### src/rtl/legacy_map_decoder.sv
module legacy_map_decoder #(
  parameter int ADDR_W = 32
) (
  input  logic              clk,
  input  logic              rst_n,
  input  logic              cfg_we,
  input  logic [7:0]        cfg_addr,
  input  logic [7:0]        cfg_wdata,
  input  logic [ADDR_W-1:0] acc_addr,
  input  logic              acc_write,
  input  logic              smm_active,
  output logic              to_dram,
  output logic              to_bus
);

  localparam logic [ADDR_W-1:0] VGA_LO  = ADDR_W'(32'h000A_0000);
  localparam logic [ADDR_W-1:0] OPT_LO  = ADDR_W'(32'h000C_0000);
  localparam logic [ADDR_W-1:0] TOP_LO  = ADDR_W'(32'h000F_0000);
  localparam logic [ADDR_W-1:0] WIN_END = ADDR_W'(32'h0010_0000);
  localparam int NSEG_BYTES = 6;
  localparam logic [7:0] OFS_TOP  = 8'h59;
  localparam logic [7:0] OFS_SEG0 = 8'h5A;
  localparam logic [7:0] OFS_SMR  = 8'h72;

  logic [7:0] top_q;
  logic [7:0] smram_q;
  logic [7:0] seg_q [NSEG_BYTES];

  always_ff @(posedge clk or negedge rst_n) begin
    if (!rst_n) begin
      top_q   <= 8'h00;
      smram_q <= 8'h02;
      for (int k = 0; k < NSEG_BYTES; k++) seg_q[k] <= 8'h00;
    end else if (cfg_we) begin
      if (cfg_addr == OFS_TOP) top_q <= cfg_wdata;
      if (cfg_addr == OFS_SMR) smram_q <= cfg_wdata;
      for (int k = 0; k < NSEG_BYTES; k++)
        if (cfg_addr == OFS_SEG0 + 8'(k)) seg_q[k] <= cfg_wdata;
    end
  end

  logic              in_vga, in_opt, in_top;
  logic [ADDR_W-1:0] opt_off;
  logic [3:0]        seg_idx;
  logic [7:0]        seg_byte;
  logic [1:0]        attr;
  logic              attr_dram, vga_open;

  assign in_vga  = (acc_addr >= VGA_LO) && (acc_addr < OPT_LO);
  assign in_opt  = (acc_addr >= OPT_LO) && (acc_addr < TOP_LO);
  assign in_top  = (acc_addr >= TOP_LO) && (acc_addr < WIN_END);
  assign opt_off = acc_addr - OPT_LO;
  assign seg_idx = opt_off[17:14];

  always_comb begin
    seg_byte = 8'h00;
    for (int k = 0; k < NSEG_BYTES; k++)
      if (seg_idx[3:1] == 3'(k)) seg_byte = seg_q[k];
  end

  assign attr      = in_top ? top_q[5:4] : (seg_idx[0] ? seg_byte[5:4] : seg_byte[1:0]);
  assign attr_dram = (attr == 2'b11) || (attr == 2'b01 && !acc_write);
  assign vga_open  = smram_q[6] | (smram_q[3] & smm_active);

  assign to_dram = in_vga ? vga_open : ((in_opt || in_top) ? attr_dram : 1'b1);
  assign to_bus  = ~to_dram;

  assert_outside_dram_R1: assert property (@(posedge clk) disable iff (!rst_n)
    (!in_vga && !in_opt && !in_top) |-> to_dram);

  assert_top_update_R3: assert property (@(posedge clk) disable iff (!rst_n)
    (cfg_we && cfg_addr == OFS_TOP && cfg_wdata[5:4] == 2'b11) |=> (!in_top || to_dram));

  assert_ro_write_R6: assert property (@(posedge clk) disable iff (!rst_n)
    ((in_opt || in_top) && acc_write && to_dram) |-> (attr == 2'b11));

  assert_vga_closed_R8: assert property (@(posedge clk) disable iff (!rst_n)
    (in_vga && !smram_q[6] && !smm_active) |-> to_bus);

  assert_vga_override_R9: assert property (@(posedge clk) disable iff (!rst_n)
    (in_vga && smram_q[6]) |-> to_dram);

  assert_smram_load_R10: assert property (@(posedge clk) disable iff (!rst_n)
    (cfg_we && cfg_addr == OFS_SMR) |=> (smram_q == $past(cfg_wdata)));

endmodule

### config.mk
export PLATFORM = sky130hd
export DESIGN_NAME = legacy_map_decoder
export DESIGN_NICKNAME = d
export VERILOG_FILES = /design/src/rtl/legacy_map_decoder.sv
export SDC_FILE = /design/constraint.sdc
export NUM_CORES = 1
export LEC_CHECK = 0
export BUFFER_PORTS_ARGS = -buffer_cell sky130_fd_sc_hd__buf_2
export CAP_MARGIN = 20
export CORE_MARGIN = 2
export CORE_UTILIZATION = 44
export DETAILED_ROUTE_END_ITERATION = 10
export PLACE_DENSITY = 0.74
export SLEW_MARGIN = 30
export SYNTH_ARGS = -nofsm -noshare
export SYNTH_HDL_FRONTEND = slang
export SYNTH_SLANG_ARGS = --single-unit
### constraint.sdc
create_clock -name clk -period 1.3 [get_ports clk]
set_input_delay 0.195 -clock clk [delete_from_list [all_inputs] [get_ports clk]]
set_output_delay 0.195 -clock clk [all_outputs]
set_load 0.03 [all_outputs]
; After elaboration in Yosys (flattened, before gate mapping)
; Index checks and enable logic that the tools add are counted.
[word_totals]
regBits = 49
latchBits = 0
ramBits = 0
mem_bits_ro = 0
out_inout_bits = 2
wordCells = 59
mem_count = 0
[op_classes]
addsub = 1
mul = 0
div = 0
n_lt_le_gt_ge = 6
eq_ne = 15
n_shift = 0
muxes = 10
bitwise_logic = 3
reduce_logical = 16
[ops]
columns = op, count
row1 = $ge 32x20->1 const B, 3
row2 = $eq 8x7->1 const B, 8
row3 = $lt 32x20->1 const B, 2
row4 = $mux 6, 6
row5 = $lt 32x21->1 const B, 1
row6 = $sub 18x1->18 const B, 1
row7 = $reduce_and 2->1, 8
row8 = $eq 3x2->1 const B, 2
row9 = $eq 3x3->1 const B, 2
row10 = $logic_and 1x1->1, 4
row11 = $mux 2, 2
row12 = $eq 3x1->1 const B, 1
row13 = $logic_not 3->1, 1
row14 = $eq 2x1->1 const B, 1
row15 = $eq 2x2->1 const B, 1
row16 = $logic_or 1x1->1, 2
row17 = $mux 1, 2
row18 = $and 1x1->1, 1
row19 = $logic_not 1->1, 1
row20 = $not 1->1, 1
row21 = $or 1x1->1, 1

; Longest topological paths before layout
; Gate-level depths: netlist of the first run.
[logic_depth]
depth_word = 16
depth_mapped = 6
depth_no_buf = 5

; Least setup slack after synthesis of the first run
; Ideal clock, no wire load.
[synth_path]
path_type = input port to output port
from = input acc_addr[15]
to = output to_dram
arrival_time_ns = 1.928
t_required_ns = 1.105
path_slack_ns = -0.823
stages = 6
path_buffers = 2
cell_sequence = buf_4 -> buf_6 -> mux2i_1 -> nor3_1 -> o31ai_1 -> o41ai_1
[synth_between]
elab_chain_cells = 15
[synth_lines]
columns = element, line
row1 = from (decl), 9  ; input logic [ADDR_W-1:0] acc_addr,
row2 = $sub 18x1->18, 52  ; assign opt_off = acc_addr - OPT_LO;
row3 = $logic_not 3->1, 58  ; if (seg_idx[3:1] == 3'(k)) seg_byte = seg_q[k];
row4 = $mux 6 (6 in series), 58
row5 = $mux 2 (2 in series), 61  ; assign attr = in_top ? top_q[5:4] : (seg_idx[0] ? seg_byte[5:4] : seg_byte[1:0]);
row6 = $eq 2x1->1, 62  ; assign attr_dram = (attr == 2'b11) || (attr == 2'b01 && !acc_write);
row7 = $logic_and 1x1->1, 62
row8 = $logic_or 1x1->1, 62
row9 = $mux 1, 65  ; assign to_dram = in_vga ? vga_open : ((in_opt || in_top) ? attr_dram : 1'b1);
row10 = $mux 1 (*), 65
row11 = to (decl), 12  ; output logic to_dram,
; Mark *: on every way between the ends. The rest lies on a longest branch, timed or not.

; Worst setup path after layout of the first run
[layout_path]
from = register seg_q[21] (netlist bit)
to = output to_bus
[layout_between]
elab_chain_cells = 11
[layout_lines]
columns = element, line
row1 = from (decl), 27  ; logic [7:0] seg_q [NSEG_BYTES];
row2 = "from (signal, indexed assignment)", 38  ; if (cfg_addr == OFS_SEG0 + 8'(k)) seg_q[k] <= cfg_wdata;
row3 = $mux 6 (*) (3 in series), 58
row4 = $mux 2 (*) (2 in series), 61
row5 = $eq 2x1->1, 62
row6 = $logic_and 1x1->1, 62
row7 = $logic_or 1x1->1 (*), 62
row8 = $mux 1 (*) (2 in series), 65
row9 = $not 1->1 (*), 66  ; assign to_bus = ~to_dram;
row10 = to (decl), 13  ; output logic to_bus
; Marked as above.

==> results of run 1 <==
## registers in the layout (all words and copies together), names as in the netlist
signal,flops
smram_q,2
top_q,2
seg_q,24
## power groups by stage
stage / Combinational [mW] / Clock [mW] / Sequential [mW]
after CTS: 0.310 / 0.582 / 0.938
after global routing: 0.338 / 0.615 / 0.943
after floorplan: 0.140 / 0 / 0.944
after global placement: 0.287 / 0 / 0.953
final: 0.308 / 0.580 / 0.939
after detailed placement: 0.304 / 0 / 0.954
## synth_stat cells
library cell   n
a211o_1        1
a21oi_1        4
a22oi_1        2
a31oi_1        2
and2b_1        1
buf_2          1
buf_4          1
buf_6          1
clkbuf_1       1
dfrtp_1       28
inv_1          3
mux2_2        17
mux2_4        12
mux2i_1        8
nand2_1        1
nand2b_1       3
nand3_1        4
nand3_2        1
nand3b_1       2
nand3b_4       1
nand4_1        2
nand4b_1       1
nor2_1         3
nor2_2         1
nor2b_1        2
nor3_1         3
nor4_1         2
nor4b_1        1
nor4b_2        1
o211ai_1       1
o21ai_0        5
o311ai_1       1
o31ai_1        1
o41a_1         1
o41ai_1        1
or2_1          1
or3_4          3
## cell type report
| class | instances | area, µm² | share of cell area |
|---|---|---|---|
| clock buffers | 3 | 22.5 | 0.0106 |
| clock inverters | 1 | 30.0 | 0.0142 |
| flip-flops and latches | 28 | 701 | 0.330 |
| repair buffers | 68 | 427 | 0.201 |
| well taps | 46 | 57.6 | 0.0271 |
| inverters | 3 | 11.3 | 0.00531 |
| multi-input cells | 89 | 873 | 0.412 |
## metal layers
metal	share of wire	global-route usage	vias up
met5	0	0	-
met4	0.019	0.0652	0
met3	0.056	0.0357	10
met2	0.51	0.371	53
met1	0.42	0.242	638
li1	-	-	608
## final timing paths
| kind | slack [ns] | depth (start not counted) | endpoint | from |
|---|---|---|---|---|
| max in group asynchronous | 0.50 | 2 | seg_q[8] | rst_n |
| max reg2reg | 0.39 | 2 | seg_q[40] | seg_q[40] |
| max | -0.68 | 6 | to_bus | seg_q[21] |
| min | 0.07 | 2 | smram_q[6] | cfg_wdata[6] |
| min in group asynchronous | 0.39 | 2 | seg_q[25] | rst_n |
| min reg2reg | 0.53 | 1 | seg_q[1] | seg_q[1] |
## cell families after synthesis
family                 count (synthesis)  share of synthesized area
multiplexers                          37                      0.291
buffers and inverters                  7                     0.0250
AND/OR/NAND/NOR                       33                      0.153
AO/OA/AOI/OAI                         19                     0.0805
flip-flops                            28                      0.451
## worst reg2reg max path, stage by stage, from the launching register on
cell and delay (ns):
dfrtp_1 0.43, buf_4 0.14, mux2_4 0.24
## repair_timing
action	CTS	global route
endpoints found under the setup margin	2	2
hold buffers	1	0
resized for setup	4	0
endpoints found under the hold margin	28	0
setup buffers	1	0
## metrics by stage
step,TNS [ns],hold WS [ns],utilization,setup WS [ns],power (mW)
after floorplan,-1.15,-0.101,-,-0.216,1.08
after global placement,-4.90,0.220,0.606,-0.416,1.24
after detailed placement,-6.34,0.240,0.606,-0.486,1.26
after CTS,-1.31,0.0687,0.631,-0.685,1.83
after global routing,-1.47,0.0815,0.631,-0.747,1.90
final,-1.30,0.0742,0.631,-0.681,1.83
==> results.sh, run 1 <==
export IMPL_status="finished, violations left"
export IMPL_violations="negative setup slack"
export IMPL_area_growth_pct=36.6
export IMPL_startpoint_type="register"
export IMPL_cp_top_family="compound AO/OA/AOI/OAI gates"
export IMPL_initial_core_util=0.462
export IMPL_holdCritPathClass="in2reg"
export IMPL_die_y_um=63.4
export IMPL_clockPowerShare=0.317
export IMPL_first_pass_iters=4
export IMPL_rows=21
export IMPL_synth_top_area_cell="dfrtp_1"
export IMPL_crit_path_end_kind="primary output"
export IMPL_place_detailed_hpwl_um=3110
export IMPL_worst_pin_slew_ns=0.620
export IMPL_wl_per_cell_um=16.1
export IMPL_drc=0
export IMPL_final_common_cell="buf_2"
export IMPL_arrival_ns=1.79
export IMPL_crit_chain="mux2i_1 -> o211ai_1 -> a211o_1 -> o31ai_4 -> o41a_1 -> buf_6"
export IMPL_ioPinCount=55
export IMPL_postRouteAntennaNets=0
export IMPL_worstSetupPathType="reg2out"
export IMPL_vias=1309
export IMPL_fillerInstances=291
export IMPL_timing_final_ws_setup_ns=-0.681
export IMPL_power_density_nw_per_um2=861
export IMPL_crit_fanout=2
export IMPL_totalWireLength_um=3840
export IMPL_fmax_mhz=505
export IMPL_p_int_mw=1.39
export IMPL_grt_start_max_net_pins=29
export IMPL_avgSynthCellArea_um2=12.5
export IMPL_diodes=0
export IMPL_grt_pass1_wl_um=6400
export IMPL_drive_gt1_frac=0.594
export IMPL_synth_seq_area_share=0.451
export IMPL_crit_slowest_cell="dfrtp_1"
export IMPL_core_um2=3360
export IMPL_synth_area_leaders="dfrtp_1 45%, mux2_2 12%, mux2_4 12%"
export IMPL_clock_latency_ns=0.33
export IMPL_power_switching_mw=0.433
export IMPL_slew_headroom=0.586
export IMPL_drt_iter0_drc=32
export IMPL_syn_area_um2=1550
export IMPL_cts_root_buffer="clkbuf_4"
export IMPL_place_inst=232
export IMPL_final_area_um2=2120
export IMPL_synth_net_count=177
export IMPL_path_buf_inv=1
export IMPL_cts_tree="built"
export IMPL_placedInstanceArea_um2=2040
export IMPL_htree_levels=1
export IMPL_clkSinkCount=28
export IMPL_grt_remaining_overflow=0
export IMPL_grt_pass1_vias=1402
export IMPL_cts_buffers=3
export IMPL_yosysWarningCount=0
export IMPL_setup_violations=2
export IMPL_finalHoldViolCount=0
export IMPL_fp_dieW_um=63.4
export IMPL_antenna_found_initial=0
export IMPL_vdd_drop_max_mv=0.582
export IMPL_grt_usage=0.204
export IMPL_worstPathRequired_ns=1.11
export IMPL_maxCapViolCount=0
export IMPL_ys_seq_elements=28
export IMPL_p_sw_frac=0.237
export IMPL_pwr_share_comb=0.169
export IMPL_stdcell_count=238
export IMPL_finClkSkew_ns=0
export IMPL_postSynthCellCount=124
export IMPL_viasPerCell=5.50
export IMPL_fin_crit_sh=1.52
export IMPL_rsz0062_at_grt="yes"
export IMPL_numPortBuffers=38
export IMPL_gp_congestion=0.961
export IMPL_leakage_nw=1.09
export IMPL_slew_violations=0
export IMPL_crit_path_max_incr_delay_ns=0.41
export IMPL_clock_path_buffers=2
export IMPL_die_area_um2=4020
export IMPL_final_cell_mix="36 x buf_2, 30 x buf_4, 28 x dfrtp_1, 16 x mux2_2, 13 x mux2_4"
export IMPL_layout_min_cycle_time_ns=1.98
export IMPL_synth_top_area_frac=0.451
export IMPL_seqPwrFrac=0.514
export IMPL_layout_nets=246
export IMPL_clk_pin_slew_ns=0.16
export IMPL_yosysUniqueCellTypes=37
Note: power is estimated with default switching activity, not from simulation.
==> run 2, diff against run 1 <==
--- a/config.mk
+++ b/config.mk
@@ -5,6 +5,7 @@
 export SDC_FILE = /design/constraint.sdc
 export NUM_CORES = 1
 export LEC_CHECK = 0
+export ABC_AREA = 1
 export BUFFER_PORTS_ARGS = -buffer_cell sky130_fd_sc_hd__buf_2
 export CAP_MARGIN = 20
 export CORE_MARGIN = 2
==> run 2 against run 1 <==
Setup slack better by 0.22 ns; largest cell class unchanged; register-to-register slack better by 0.12 ns; wire length down 8.1%; the flow still finishes with violations (negative setup slack); critical endpoint unchanged.
==> results.sh, run 2 <==
export IMPL_clock_path_buffers=2
export IMPL_final_common_cell="nand2_1"
export IMPL_wl_per_cell_um=12.3
export IMPL_numPortBuffers=38
export IMPL_holdCritPathClass="in2reg"
export IMPL_totalWireLength_um=3530
export IMPL_grt_remaining_overflow=0
export IMPL_p_sw_frac=0.243
export IMPL_crit_fanout=2
export IMPL_syn_area_um2=1480
export IMPL_die_area_um2=3840
export IMPL_synthArstFlopShare=1.00
export IMPL_fp_dieW_um=62.0
export IMPL_pwr_share_comb=0.135
export IMPL_crit_path_max_incr_delay_ns=0.42
export IMPL_slew_violations=0
export IMPL_finClkSkew_ns=0
export IMPL_diodes=0
export IMPL_reg_top3="seg_q x24, smram_q x2, top_q x2"
export IMPL_area_growth_pct=28.2
export IMPL_ys_seq_elements=28
export IMPL_cp_top_family="simple AND/OR/NAND/NOR gates"
export IMPL_rows=21
export IMPL_crit_slowest_cell="dfrtp_1"
export IMPL_holdWs_ns=0.0653
export IMPL_synth_net_count=243
export IMPL_layout_nets=294
export IMPL_fmax_mhz=568
export IMPL_grt_pass1_wl_um=5750
export IMPL_gp_congestion=0.894
export IMPL_synth_top_area_cell="dfrtp_1"
export IMPL_worstPathRequired_ns=1.11
export IMPL_seqPwrFrac=0.537
export IMPL_cts_tree="built"
export IMPL_grt_usage=0.205
export IMPL_vias=1413
export IMPL_ioPinCount=55
export IMPL_fin_util=0.577
export IMPL_timing_final_ws_setup_ns=-0.461
export IMPL_worst_pin_slew_ns=0.586
export IMPL_maxCapViolCount=0
export IMPL_grt_start_max_net_pins=29
export IMPL_drc=0
export IMPL_crit_path_end_kind="primary output"
export IMPL_path_buf_inv=1
export IMPL_leakage_nw=0.927
export IMPL_postSynthCellCount=190
export IMPL_synth_area_leaders="dfrtp_1 47%, nand2_1 12%, o21ai_0 8.1%"
export IMPL_drt_iter0_drc=41
export IMPL_yosysUniqueCellTypes=24
export IMPL_grt_pass1_vias=1273
export IMPL_regMostFlops="seg_q"
export IMPL_synth_seq_area_share=0.474
export IMPL_viasPerCell=4.94
export IMPL_first_pass_iters=4
export IMPL_power_switching_mw=0.427
export IMPL_crit_chain="nand4_1 -> nand2_1 -> nor2_1 -> nand4_1 -> nand2_1 -> nand2_1 -> nand2_2 -> nand2_2 -> nand2_4 -> buf_6"
export IMPL_drive_gt1_frac=0.292
export IMPL_fin_crit_sh=1.35
export IMPL_synth_top_area_frac=0.474
export IMPL_avgSynthCellArea_um2=7.78
export IMPL_slew_headroom=0.609
export IMPL_cts_buffers=3
export IMPL_violations="negative setup slack"
export IMPL_synthFlopType="dfrtp_1"
export IMPL_p_int_mw=1.33
export IMPL_final_cell_mix="47 x nand2_1, 36 x buf_2, 28 x dfrtp_1, 23 x o21ai_0, 20 x inv_1"
export IMPL_clockPowerShare=0.328
export IMPL_synth_edff_count=0
export IMPL_finalHoldViolCount=0
export IMPL_startpoint_type="register"
export IMPL_post_cts_setup_buffer_count=0
export IMPL_clock_latency_ns=0.33
export IMPL_postRouteAntennaNets=0
export IMPL_path_common_cell="nand2_1"
export IMPL_htree_levels=1
export IMPL_core_um2=3280
export IMPL_setup_violations=2
export IMPL_largest_register_ffs=24
export IMPL_status="finished, violations left"
export IMPL_layout_min_cycle_time_ns=1.76
export IMPL_yosysWarningCount=0
export IMPL_initial_core_util=0.450
export IMPL_rsz0062_at_grt="yes"
export IMPL_worstSetupPathType="reg2out"
export IMPL_clk_pin_slew_ns=0.16
export IMPL_arrival_ns=1.57
export IMPL_place_detailed_hpwl_um=2750
export IMPL_ys_top_cells_by_count="49 x nand2_1, 28 x dfrtp_1, 24 x o21ai_0"
export IMPL_post_synth_top_count_cell="nand2_1"
export IMPL_vdd_drop_max_mv=0.556
export IMPL_die_y_um=62.0
export IMPL_cts_root_buffer="clkbuf_4"
export IMPL_clkSinkCount=28
export IMPL_antenna_found_initial=0
export IMPL_power_density_nw_per_um2=927
run 2: per-stage QoR:
stage,power (mW),std cells,instance area [µm²],setup slack [ns],setup TNS (ns)
finish,1.76,286,1890,-0.461,-0.866
floorplan,1.07,190,1520,-0.0311,-0.0311
global placement,1.19,281,1820,-0.288,-0.554
global route,1.84,286,1890,-0.656,-1.24
detailed placement,1.19,281,1820,-0.309,-0.601
CTS,1.76,286,1890,-0.462,-0.866
run 2: cell families after synthesis:
kind of cell           share of synthesized area
multiplexers                              0.0152
flip-flops                                 0.474
AND/OR/NAND/NOR                            0.323
buffers and inverters                     0.0745
AO/OA/AOI/OAI                              0.113
run 2: what timing repair did:
item,in CTS,in global routing
pin swaps,2,0
hold buffers,1,0
hold endpoints to repair,28,0
cloned,0,0
resized for setup,6,0
endpoints found under the setup margin,2,2
run 2: power groups by stage:
| stage | registers [mW] | clock network, mW | logic (mW) |
|---|---|---|---|
| after floorplan | 0.950 | 0 | 0.117 |
| after global placement | 0.958 | 0 | 0.230 |
| final | 0.943 | 0.577 | 0.236 |
| after global routing | 0.949 | 0.620 | 0.271 |
| after CTS | 0.942 | 0.578 | 0.239 |
| after detailed placement | 0.958 | 0 | 0.234 |
run 2: final timing paths:
path	start	endpoint	slack, ns	depth (start not counted)
max	seg_q[33]	to_bus	-0.46	10
min	cfg_wdata[4]	seg_q[4]	0.07	3
max reg2reg	seg_q[45]	seg_q[45]	0.51	3
min reg2reg	seg_q[12]	seg_q[12]	0.52	2
max in group asynchronous	rst_n	seg_q[12]	0.54	2
min in group asynchronous	rst_n	seg_q[4]	0.37	2
run 2: per-layer routing:
metal	wire [µm]	global-route usage
met1	1620	0.274
met2	1690	0.344
met3	145	0.0145
met4	76	0.0821
met5	0	0
run 2: layout make-up:
| class | instances | area, µm² |
|---|---|---|
| tap | 46 | 57.6 |
| timing repair buffer | 48 | 280 |
| fill | 309 | 1390 |
| clock buffer | 3 | 22.5 |
| inverter | 25 | 93.8 |
| multi-input combinational | 135 | 709 |
| clock inverter | 1 | 30.0 |
| sequential | 28 | 701 |
run 2: worst min-delay path, delay by kind of cell:
family          cells  cell delay [ns]
buf+inv             1             0.09
simple gates        1             0.04
compound gates      1             0.05
==> run 3, diff against run 2 <==
--- a/config.mk
+++ b/config.mk
@@ -12,6 +12,7 @@
 export CORE_UTILIZATION = 44
 export DETAILED_ROUTE_END_ITERATION = 10
 export PLACE_DENSITY = 0.74
+export REMOVE_ABC_BUFFERS = 1
 export SLEW_MARGIN = 30
 export SYNTH_ARGS = -nofsm -noshare
 export SYNTH_HDL_FRONTEND = slang
==> run 3 against run 2 <==
The run still ends with negative setup slack left; critical path depth unchanged; sequential power about the same; non-clock buffer count unchanged; power down 13%; sequential cell count unchanged; sequential share of layout area up 1.5 points; largest cell class is now flip-flops and latches.
==> results.sh, run 3 (synthesis gave the netlist of run 2 again) <==
export IMPL_hold_start="cfg_wdata[4]"
export IMPL_fin_util=0.555
export IMPL_viasPerCell=4.98
export IMPL_drive_gt1_frac=0.268
export IMPL_fmax_mhz=577
export IMPL_finalHoldViolCount=0
export IMPL_power_density_nw_per_um2=838
export IMPL_slew_violations=0
export IMPL_crit_chain="nand4_1 -> nand2_1 -> nor2_1 -> nand4_1 -> nand2_1 -> nand2_1 -> nand2_2 -> nand2_1 -> nand2_1 -> buf_6"
export IMPL_cts_buffers=3
export IMPL_crit_path_end_kind="primary output"
export IMPL_die_y_um=62.0
export IMPL_drt_iter0_drc=90
export IMPL_die_area_um2=3840
export IMPL_grt_remaining_overflow=0
export IMPL_crit_path_max_incr_delay_ns=0.43
export IMPL_holdCritPathClass="in2reg"
export IMPL_clock_latency_ns=0.33
export IMPL_final_cell_mix="49 x nand2_1, 36 x buf_2, 28 x dfrtp_1, 22 x o21ai_0, 20 x inv_1"
export IMPL_vias=1420
export IMPL_holdWs_ns=0.0765
export IMPL_clk_pin_slew_ns=0.14
export IMPL_largest_register_ffs=24
export IMPL_arrival_ns=1.54
export IMPL_grt_usage=0.189
export IMPL_place_detailed_hpwl_um=2650
export IMPL_fp_dieW_um=62.0
export IMPL_cts_tree="built"
export IMPL_regMostFlops="seg_q"
export IMPL_fin_crit_sh=1.33
export IMPL_clock_path_buffers=2
export IMPL_path_common_cell="nand2_1"
export IMPL_grt_start_max_net_pins=29
export IMPL_violations="negative setup slack"
export IMPL_setup_violations=2
export IMPL_worst_pin_slew_ns=0.623
export IMPL_diodes=0
export IMPL_final_common_cell="nand2_1"
export IMPL_grt_pass1_wl_um=5300
export IMPL_reg_top3="seg_q x24, smram_q x2, top_q x2"
export IMPL_worstSetupPathType="reg2out"
export IMPL_cts_root_buffer="clkbuf_4"
export IMPL_rows=21
export IMPL_stdcell_count=285
export IMPL_totalWireLength_um=3330
export IMPL_crit_path_start="seg_q[37]"
export IMPL_htree_levels=1
export IMPL_layout_min_cycle_time_ns=1.73
export IMPL_place_inst=281
export IMPL_timing_final_ws_setup_ns=-0.434
export IMPL_status="finished, violations left"
export IMPL_ioPinCount=55
export IMPL_first_pass_iters=4
export IMPL_vdd_drop_max_mv=0.342
export IMPL_final_area_um2=1820
export IMPL_numPortBuffers=38
export IMPL_worstPathRequired_ns=1.11
export IMPL_core_um2=3280
export IMPL_gp_congestion=0.900
export IMPL_startpoint_type="register"
export IMPL_antenna_found_initial=0
export IMPL_crit_slowest_cell="dfrtp_1"
export IMPL_layout_nets=294
export IMPL_wl_per_cell_um=11.7
export IMPL_slew_headroom=0.585
export IMPL_leakage_nw=0.901
export IMPL_postRouteAntennaNets=0
export IMPL_maxCapViolCount=0
export IMPL_rsz0062_at_grt="yes"
export IMPL_grt_pass1_vias=1212
export IMPL_r2r_start="smram_q[6]"
export IMPL_area_growth_pct=23.3
export IMPL_clkSinkCount=28
export IMPL_finClkSkew_ns=0
export IMPL_crit_fanout=2
export IMPL_initial_core_util=0.450
export IMPL_drc=0
export IMPL_placedInstanceArea_um2=1780
-- run 3: changes by cell type in the layout (fill, tap and decap cells not counted), sizes merged --
cell,change
bufinv,-1
-- run 3: final cells by class --
cell class              count  area [µm²]
fillers                   332        1460
flip-flops and latches     28         701
multi-input cells         135         667
repair buffers             48         280
inverters                  25        93.8
well taps                  46        57.6
clock buffers               3        22.5
-- run 3: critical path: cells and delay by family, from the launching register on --
family	cells	cell delay (ns)
buffers and inverters	1	0.13
AND/OR/NAND/NOR	9	0.65
flip-flops	1	0.43
-- run 3: worst paths after layout --
kind / to / depth (start not counted) / slack, ns
setup reg to reg: smram_q[6] / 1 / 0.52
hold reg to reg: seg_q[8] / 2 / 0.50
setup / recovery: to_bus / 10 / -0.43
max in group asynchronous: seg_q[36] / 2 / 0.51
hold / removal: seg_q[4] / 3 / 0.08
min in group asynchronous: seg_q[5] / 2 / 0.39
-- run 3: metrics by stage --
stage	setup TNS, ns	worst slack, ns	power (mW)
finish	-0.821	-0.434	1.53
global route	-1.07	-0.561	1.61
CTS	-0.817	-0.439	1.53
detailed placement	-0.491	-0.264	1.19
global placement	-0.461	-0.233	1.18
floorplan	-0.0291	-0.0262	1.05
-- run 3: repair_timing --
item	in CTS	in global routing
setup buffers	0	0
hold buffers	1	0
resized for setup	5	1
setup endpoints to repair	2	2
hold endpoints to repair	28	0
-- run 3: report_power, final --
group | leakage (nW) | internal (mW) | total (mW) | switching, mW
clock network | 0.0138 | 0.109 | 0.355 | 0.246
registers | 0.377 | 0.916 | 0.943 | 0.0269
logic | 0.510 | 0.0999 | 0.228 | 0.128
-- run 3: routing by layer --
| layer | track usage | wire, µm |
|---|---|---|
| met2 | 0.301 | 1520 |
| met5 | 0 | 0 |
| met3 | 0.0124 | 135 |
| met4 | 0.0729 | 58 |
| met1 | 0.270 | 1620 |
